## config.mk

```make
export PLATFORM = sky130hd
export DESIGN_NAME = hbus_xact_master
export DESIGN_NICKNAME = d
export VERILOG_FILES = /design/src/rtl/hbus_xact_master.sv
export SDC_FILE = /design/constraint.sdc
export NUM_CORES = 1
export LEC_CHECK = 0
export CORE_ASPECT_RATIO = 1.2
export CORE_UTILIZATION = 55
export CTS_CLUSTER_DIAMETER = 120
export DETAILED_ROUTE_END_ITERATION = 6
export DONT_BUFFER_PORTS = 1
export GPL_ROUTABILITY_DRIVEN = 0
export PLACE_DENSITY_LB_ADDON = 0.05
export SLEW_MARGIN = 5
export SYNTH_ARGS = -nofsm -noshare
export SYNTH_HDL_FRONTEND = slang
export SYNTH_SLANG_ARGS = --single-unit
```

## constraint.sdc

```tcl
create_clock -name clk -period 3.41 [get_ports clk]
set_input_delay 0.682 -clock clk [delete_from_list [all_inputs] [get_ports clk]]
set_output_delay 0.682 -clock clk [all_outputs]
set_load 0.01 [all_outputs]
```

## src/rtl/hbus_xact_master.sv

```systemverilog
module hbus_xact_master #(
  parameter int ADDR_W  = 32,
  parameter int LATENCY = 14
) (
  input  logic              clk,
  input  logic              rst_n,
  input  logic              req_valid,
  input  logic              req_read,
  input  logic              req_reg,
  input  logic              req_linear,
  input  logic [ADDR_W-1:0] req_addr,
  input  logic [1:0]        req_size,
  input  logic [63:0]       req_wdata,
  output logic              busy,
  output logic              done,
  output logic [63:0]       rdata,
  output logic              cs_n,
  output logic              dq_oe,
  output logic [7:0]        dq_rise,
  output logic [7:0]        dq_fall,
  input  logic [7:0]        dq_in_rise,
  input  logic [7:0]        dq_in_fall
);
  localparam int CNT_W = $clog2(LATENCY + 4) + 1;

  typedef enum logic [1:0] {S_IDLE, S_CA, S_LAT, S_DATA} state_t;

  state_t           state;
  logic [CNT_W-1:0] cnt;
  logic             rd_q, reg_q;
  logic [47:0]      ca_q;
  logic [63:0]      wdata_q;
  logic [2:0]       beats_q;
  logic [31:0]      wa;
  logic [1:0]       slot;
  logic [15:0]      tx_half, rx_half, ca_half;
  logic             accept;

  assign accept  = req_valid && (state == S_IDLE);
  assign wa      = 32'(req_addr >> 1);
  assign slot    = (beats_q == 3'd4) ? (cnt[1:0] ^ 2'd2) : cnt[1:0];
  assign tx_half = wdata_q[{slot, 4'd0} +: 16];
  assign rx_half = reg_q ? {dq_in_rise, dq_in_fall} : {dq_in_fall, dq_in_rise};
  assign ca_half = (cnt == CNT_W'(0)) ? ca_q[47:32] :
                   (cnt == CNT_W'(1)) ? ca_q[31:16] : ca_q[15:0];

  assign busy  = (state != S_IDLE);
  assign cs_n  = (state == S_IDLE);
  assign dq_oe = (state == S_CA) || (state == S_DATA && !rd_q);

  always_comb begin
    if (state == S_CA)
      {dq_rise, dq_fall} = ca_half;
    else if (state == S_DATA && !rd_q)
      {dq_rise, dq_fall} = reg_q ? tx_half : {tx_half[7:0], tx_half[15:8]};
    else
      {dq_rise, dq_fall} = 16'h0;
  end

  always_ff @(posedge clk or negedge rst_n) begin
    if (!rst_n) begin
      state   <= S_IDLE;
      cnt     <= '0;
      done    <= 1'b0;
      rdata   <= '0;
      rd_q    <= 1'b0;
      reg_q   <= 1'b0;
      ca_q    <= '0;
      wdata_q <= '0;
      beats_q <= 3'd1;
    end else begin
      done <= 1'b0;
      case (state)
        S_IDLE: if (accept) begin
          rd_q    <= req_read;
          reg_q   <= req_reg;
          ca_q    <= {req_read, req_reg, req_linear, wa[31:3], 13'd0, wa[2:0]};
          wdata_q <= req_wdata;
          beats_q <= (req_size == 2'd0) ? 3'd1 : (req_size == 2'd1) ? 3'd2 : 3'd4;
          rdata   <= '0;
          cnt     <= '0;
          state   <= S_CA;
        end
        S_CA: if (cnt == CNT_W'(2)) begin
          cnt   <= '0;
          state <= rd_q ? S_LAT : S_DATA;
        end else cnt <= cnt + 1'b1;
        S_LAT: if (cnt == CNT_W'(LATENCY - 1)) begin
          cnt   <= '0;
          state <= S_DATA;
        end else cnt <= cnt + 1'b1;
        S_DATA: begin
          if (rd_q) rdata[{slot, 4'd0} +: 16] <= rx_half;
          if (cnt == CNT_W'(beats_q) - 1'b1) begin
            cnt   <= '0;
            done  <= 1'b1;
            state <= S_IDLE;
          end else cnt <= cnt + 1'b1;
        end
        default: state <= S_IDLE;
      endcase
    end
  end

  assert_accept_R10: assert property (@(posedge clk) disable iff (!rst_n)
    (req_valid && !busy) |=> busy);
  assert_hold_cmd_R10: assert property (@(posedge clk) disable iff (!rst_n)
    (busy && $past(busy)) |-> ($stable(ca_q) && $stable(wdata_q)));
  assert_done_pulse_R10: assert property (@(posedge clk) disable iff (!rst_n)
    done |=> !done);
  assert_cs_release_R9: assert property (@(posedge clk) disable iff (!rst_n)
    done |-> (cs_n && $past(!cs_n)));
  assert_idle_quiet_R11: assert property (@(posedge clk) disable iff (!rst_n)
    !busy |-> (cs_n && !dq_oe));
  assert_read_undriven_R5: assert property (@(posedge clk) disable iff (!rst_n)
    (busy && rd_q && state != S_CA) |-> !dq_oe);
  assert_beat_bound_R6: assert property (@(posedge clk) disable iff (!rst_n)
    (state == S_DATA) |-> (cnt < CNT_W'(beats_q)));
endmodule

```

==> implementation parameters, run 1 <==
Parameter                              Value

Worst hold path
  Path class of the lowest-slack min-delay path    primary input to async pin

Clocking
  Post-CTS clock slew at the launch and capture registers of the worst setup and hold paths    0.06 ns
  Root buf cell    clkbuf_16
  H-tree levels    4
  CTS max path bufs    2
  CTS tree    done
  Number of buffers added by the clock tree synthesis step    17
  Clock sink total    174
  Clk Latency, worst-skew pair    0.44 ns

Setup path
  Depth of the worst register-to-register path    11
  CP startpoint kind    flip-flop
  Required time of the worst setup path    2.73 ns
  Max FO, Critical Path    6
  Worst setup EP type    output port
  Type of the setup path with the least slack    flip-flop to output port
  CP Data Arrival Time    2.63 ns

Global routing
  Number of global-route vias before repair    5229
  Largest net degree at the start of global routing    175
  Global Route met3 Usage    0.0902
  Global-route wire length before repair    28.3 mm
  Gr ovfl total    0
  Highest-utilization routing layer at the global route stage    met2
  Met2 track demand over resource in global routing    0.435
  Met1 track utilization from global routing    0.270
  Number of antenna violations at the first check in global routing    3
  All-Layer GR Usage    0.251

Yosys
  Synth async-reset ratio    1.00
  Biggest area contributors in the synthesized netlist    dfrtp_1, mux2_2, mux4_1
  Top cell type's share of synthesized area    0.537
  Commonest cells post-synth    dfrtp_1, mux2_2, nand2_1, o31ai_1, o21ai_0
  Seq cells post-synth    174
  Mean Syn Cell Area    12.9 um2
  Leading register cell type out of synthesis    dfrtp_1
  Portion of the post-synthesis area used by sequential elements    0.540
  Library cell with the highest instance count after synthesis    dfrtp_1
  Number of enable flip-flop cells after synthesis    0
  Most area-hungry cell type in the Yosys netlist    dfrtp_1
  Number of distinct standard cells referenced by the synthesized netlist    50
  Post-Synthesis Net Count    757
  Number of instances in the synthesized netlist    623
  Count of synthesis-stage warnings from yosys    0
  Synthesized cell area    0.00806 mm2

Floorplanning
  Die area    0.0151 mm2
  Floorplan die width    113 um
  Boundary pin count    204
  Site row count    48
  Height of the die    135 um
  Starting density of the core    0.562
  Floorplan Core Area    0.0144 mm2

Finish
  Final non-filler cell total    814
  Relative area change from synthesis to final layout    9.68%
  Share of final-layout standard cells stronger than drive strength 1    0.281
  Final layout net count    758
  Number of filler cells placed in the layout    1183

Run status
  Failing checks    hold timing
  Outcome    complete, but fails checks

Detailed routing
  Wirelength per Cell    22.5 um
  1st-iter DRT viols    284
  Post-route DRC violation count    0
  Total number of vias    5047
  Total wirelength of the detailed-routed design    18.3 mm
  Number of antenna-violating nets in the routed design    0
  Via-per-instance ratio    6.20
  Total iterations of the first detailed-routing run    4

STA
  Slew Limit Fails    0
  WHS    -0.0582 ns
  Final worst path period share    0.971
  Final worst clock skew    0.00989 ns
  Post-route minimum period    3.31 ns
  Post-route setup slack    0.0985 ns
  RSZ-0062 raised after global routing    false
  Highest achievable clock rate    302 MHz
  Normalized max-slew margin    0.448
  Final-layout setup total negative slack    0 ns
  Hold Fails Final Rpt    69
  Setup-violating endpoint count in the final report    0
  Transition time at the pin with the least slew margin    0.826 ns

Power
  Share of total power in sequential cells    0.507
  Power per standard cell area    460 mW/mm2
  Total leakage power    4.25 nW
  Share of power burned in combinational logic    0.005
  Internal power of the cells    0.00324 W
  Switching fraction of total power    0.204
  Clock group share of total power    0.488
  Switching power    0.000831 W
  Peak supply drop    314 uV

Placed design
  Number of placed instances with taps included    776
  Pre-CTS setup slack    0.267 ns
  Post-detail-place hpwl    13.1 mm
  Port-buffer cells    0

Flow run
  Maxcap violations    0
power groups by stage:
stage / registers [W] / logic, W / clock network [W]
floorplan: 0.00210 / 0.0000127 / 0
global placement: 0.00210 / 0.0000216 / 0
detailed placement: 0.00210 / 0.0000217 / 0
CTS: 0.00206 / 0.0000217 / 0.00201
global route: 0.00206 / 0.0000224 / 0.00209
finish: 0.00206 / 0.0000212 / 0.00198
path summary, 6_finish.rpt:
check | start | end | slack [ns]
worst max register to register | beats_q[0] | rdata[53] | 0.45
worst min register to register | wdata_q[61] | wdata_q[61] | 0.50
min in group clk | req_size[1] | beats_q[0] | 0.30
max in group asynchronous | rst_n | beats_q[0] | 3.07
worst min-delay path | rst_n | rdata[18] | -0.06
worst max-delay path | beats_q[0] | dq_fall[3] | 0.1
metal layers:
metal	wire, um	vias up	part of all wire
met5	0	-	0
met2	9360	184	0.51
li1	-	2269	-
met3	1580	29	0.087
met4	532	0	0.029
met1	6820	2565	0.37
area by class of cell:
type                       instances  area (um2)  area share
sequential                       174        4360       0.493
multi-input combinational        394        3410       0.386
clock inverter                    14         165      0.0187
timing repair buffer              23         193      0.0218
clock buffer                      18         439      0.0497
inverter                          14        52.6     0.00594
tap                              175         219      0.0248
antenna                            2        5.00    0.000566
per-stage QoR:
step	power, W	instance area [um2]	utilization	hold slack [ns]
floorplan	0.00212	8060	-	0.386
global placement	0.00212	8180	0.570	0.390
detailed placement	0.00212	8180	0.570	0.391
CTS	0.00410	8830	0.615	-0.0703
global route	0.00417	8840	0.616	-0.0767
finish	0.00407	8840	0.616	-0.0582
worst max-delay path, stage by stage, from the launching register on:
cell and delay, ns:
dfstp_2 0.53, inv_1 0.05, ha_2 0.18, ha_4 0.17, xor2_4 0.27, buf_6 0.18, mux4_2 0.34, a222oi_1 0.34
inv_1 0.14
sequential cells by signal, indices dropped and copies added (netlist names):
name and flops:
beats_q 3, rdata 64, cnt 6, rd_q 1, ca_q 33, wdata_q 64, done 1, state 2
timing repair:
| action | CTS | global route |
|---|---|---|
| buffers inserted | 3 | 0 |
| setup endpoints to repair | 15 | 11 |
| endpoints found under the hold margin | 173 | 173 |
| pin swaps | 1 | 3 |
| resized for setup | 7 | 3 |
| cloned | 1 | 0 |
cell families after synthesis:
kind of cell / share of synthesized area
buffers and inverters: 0.0400
XOR/XNOR: 0.00962
AND/OR/NAND/NOR: 0.0646
multiplexers: 0.215
flip-flops: 0.540
adder cells (fa/ha/maj): 0.0217
AO/OA/AOI/OAI: 0.108
placed cells by master (no fill, tap or decap), types with 5 or more instances in the layout:
cell and instances:
mux4_2 6, nand2_1 78, ha_1 12, buf_4 20, clkbuf_16 17, dfrtp_1 173, a22o_1 7, inv_1 14
xor2_1 5, o31ai_1 38, clkinv_2 5, mux4_1 10, o21ai_1 21, nand3_1 6, mux2_2 99, mux2i_1 20
a22oi_1 16, o21ai_0 27
Power figures use the tool's default switching activity.
==> run 2: changes to the inputs <==
Settings changed: PLACE_DENSITY set to 0.74, PLACE_DENSITY_LB_ADDON 0.05 to not set.
==> run 2 against run 1 <==
Compared with the run above: the flow still finishes with violations (hold timing); maximum frequency is 1.8% lower; sequential power hardly changed; register-to-register slack worse by 0.20 ns; global-route usage hardly changed; total power is 1.7% lower; via count is 0.20% lower; critical endpoint is now dq_fall[0].
==> implementation parameters, run 2 (synthesis results as in run 1) <==
Parameter                              Value

Power
  Share of total power in sequential cells    0.516 (+0.009)
  Total power consumption of the routed design    0.00400 W (-1.7%)
  Switching fraction of total power    0.219 (+0.0153)
  Total leakage power    4.23 nW (-0.47%)
  Internal power of the cells    0.00312 W (-3.6%)
  Share of power burned in combinational logic    0.005 (about the same)
  Peak supply drop    404 uV (+29%)
  Clock group share of total power    0.479 (-0.009)
  Switching power    0.000878 W (+5.7%)
  Power per standard cell area    452 mW/mm2 (-1.7%)

Floorplanning
  Site row count    48 (unchanged)
  Floorplan Core Area    0.0144 mm2 (unchanged)
  Die area    0.0151 mm2 (unchanged)
  Boundary pin count    204 (unchanged)
  Floorplan die width    113 um (unchanged)
  Starting density of the core    0.562 (unchanged)
  Height of the die    135 um (unchanged)

STA
  Setup-violating endpoint count in the final report    0 (unchanged)
  Hold Fails Final Rpt    40 (-42%)
  Highest achievable clock rate    297 MHz (-1.8%)
  WHS    -0.0613 ns (-0.00317 ns)
  Slew Limit Fails    0 (unchanged)
  Transition time at the pin with the least slew margin    1.24 ns (+0.413 ns)
  RSZ-0062 raised after global routing    true
  Final worst path period share    0.989 (+0.0174)
  Post-route minimum period    3.37 ns (+0.0594 ns)
  Final worst clock skew    0.00864 ns (-0.00125 ns)
  Normalized max-slew margin    0.173 (-0.274)

Finish
  Commonest cells after routing, fill and taps aside    dfrtp_1, mux2_2, nand2_1
  Area of the multi-input gates    0.00343 mm2 (+0.55%)
  Share of final-layout standard cells stronger than drive strength 1    0.283 (+0.00222)
  Most common cell after layout, fill and taps aside    dfrtp_1
  Number of filler cells placed in the layout    1119 (-5.4%)
  Relative area change from synthesis to final layout    9.76% (about the same)
  Registers with the most flip-flops    rdata (64), wdata_q (64), ca_q (33)
  Final layout net count    753 (-0.66%)
  Footprint of the flip-flops and latches    0.00436 mm2 (about the same)

Detailed routing
  1st-iter DRT viols    285 (+0.35%)
  Wirelength per Cell    22.9 um (+1.9%)
  Met2 Wirelength    9.44 mm (+0.84%)
  Post-route DRC violation count    0 (unchanged)
  Highest routing layer actually used    met4
  Total wirelength of the detailed-routed design    18.5 mm (+1.1%)
  Number of antenna-violating nets in the routed design    0 (unchanged)
  WL met1    6.84 mm (+0.34%)
  Metal3 WL    1.64 mm (+3.7%)
  Total iterations of the first detailed-routing run    6 (+2)
  Via-per-instance ratio    6.23 (+0.54%)
  Total number of vias    5037 (-0.20%)

Flow run
  Maxcap violations    0 (unchanged)

Setup path
  Max FO, Critical Path    8 (+2)
  Worst setup EP type    output port
  CP Data Arrival Time    2.69 ns (+0.06 ns)
  Required time of the worst setup path    2.73 ns (about the same)
  Type of the setup path with the least slack    flip-flop to output port
  Depth of the worst register-to-register path    12 (+1)
  CP startpoint kind    flip-flop

Global routing
  Number of global-route vias before repair    5329 (+1.9%)
  All-Layer GR Usage    0.251 (+0.000497)
  Number of antenna violations at the first check in global routing    0 (-3)
  Largest net degree at the start of global routing    175 (unchanged)
  Gr ovfl total    0 (unchanged)
  Global-route wire length before repair    28.6 mm (+1.1%)

Clocking
  Post-CTS clock slew at the launch and capture registers of the worst setup and hold paths    0.07 ns (about the same)
  CTS tree    done
  Number of buffers added by the clock tree synthesis step    17 (unchanged)
  Clock sink total    174 (unchanged)
  CTS max path bufs    2 (unchanged)
  Root buf cell    clkbuf_16
  Clk Latency, worst-skew pair    0.43 ns (about the same)
  H-tree levels    4 (unchanged)

Run status
  Outcome    complete, but fails checks
  Failing checks    hold timing

Worst hold path
  Path class of the lowest-slack min-delay path    primary input to async pin

Placed design
  Port-buffer cells    0 (unchanged)
  Post-detail-place hpwl    13.1 mm (about the same)
-- run 2: timing repair --
action,in CTS,in global routing
hold endpoints to repair,173,173
buffers inserted,0,1
pin swaps,0,2
gates cloned,0,2
gates resized for setup,4,13
setup endpoints to repair,6,13
-- run 2: path summary, 6_finish.rpt --
path / startpoint / slack [ns] / to
min reg2reg: wdata_q[3] / 0.50 / wdata_q[3]
min in group clk: req_size[1] / 0.32 / beats_q[0]
min: rst_n / -0.06 / rdata[21]
max in group asynchronous: rst_n / 3.02 / cnt[1]
max: beats_q[0] / 0.04 / dq_fall[0]
max reg2reg: beats_q[0] / 0.25 / rdata[31]
-- run 2: layer usage --
layer  GRT usage  up-vias
met5           0        -
met4       0.114        0
met3      0.0907       39
met2       0.437      222
met1       0.275     2515
li1            -     2261
-- run 2: power groups by stage --
stage,Combinational (W),Clock [W],Sequential (W)
3_5_place_dp,0.0000218,0,0.00210
6_report,0.0000218,0.00192,0.00206
4_1_cts,0.0000219,0.00195,0.00206
3_3_place_gp,0.0000212,0,0.00210
5_1_grt,0.0000226,0.00202,0.00206
2_1_floorplan,0.0000127,0,0.00210
-- run 2: cell type report --
type                            instances  area share
Multi-Input combinational cell        394       0.388
Inverter                               14     0.00594
Tap cell                              175      0.0247
Clock inverter                         14      0.0171
Antenna cell                            1    0.000283
Timing Repair Buffer                   18      0.0221
Clock buffer                           18      0.0496
Sequential cell                       174       0.492
-- run 2: through the flow --
stage | setup slack [ns] | TNS [ns] | instances | util | cell area (um2)
after floorplan | 0.594 | 0 | 623 | - | 8060
after global placement | 0.372 | 0 | 772 | 0.568 | 8150
after detailed placement | 0.340 | 0 | 772 | 0.568 | 8150
after CTS | 0.00641 | 0 | 804 | 0.610 | 8750
after global routing | -0.0223 | -0.0373 | 807 | 0.616 | 8850
final | 0.0391 | 0 | 808 | 0.616 | 8850
-- run 2: critical path, cell delays in order (launching register included) --
cell and delay, ns:
dfstp_2 0.56, inv_2 0.05, ha_4 0.15, ha_4 0.17
xor2_4 0.27, clkbuf_16 0.23, mux4_2 0.38, a22o_1 0.24
a21o_1 0.20
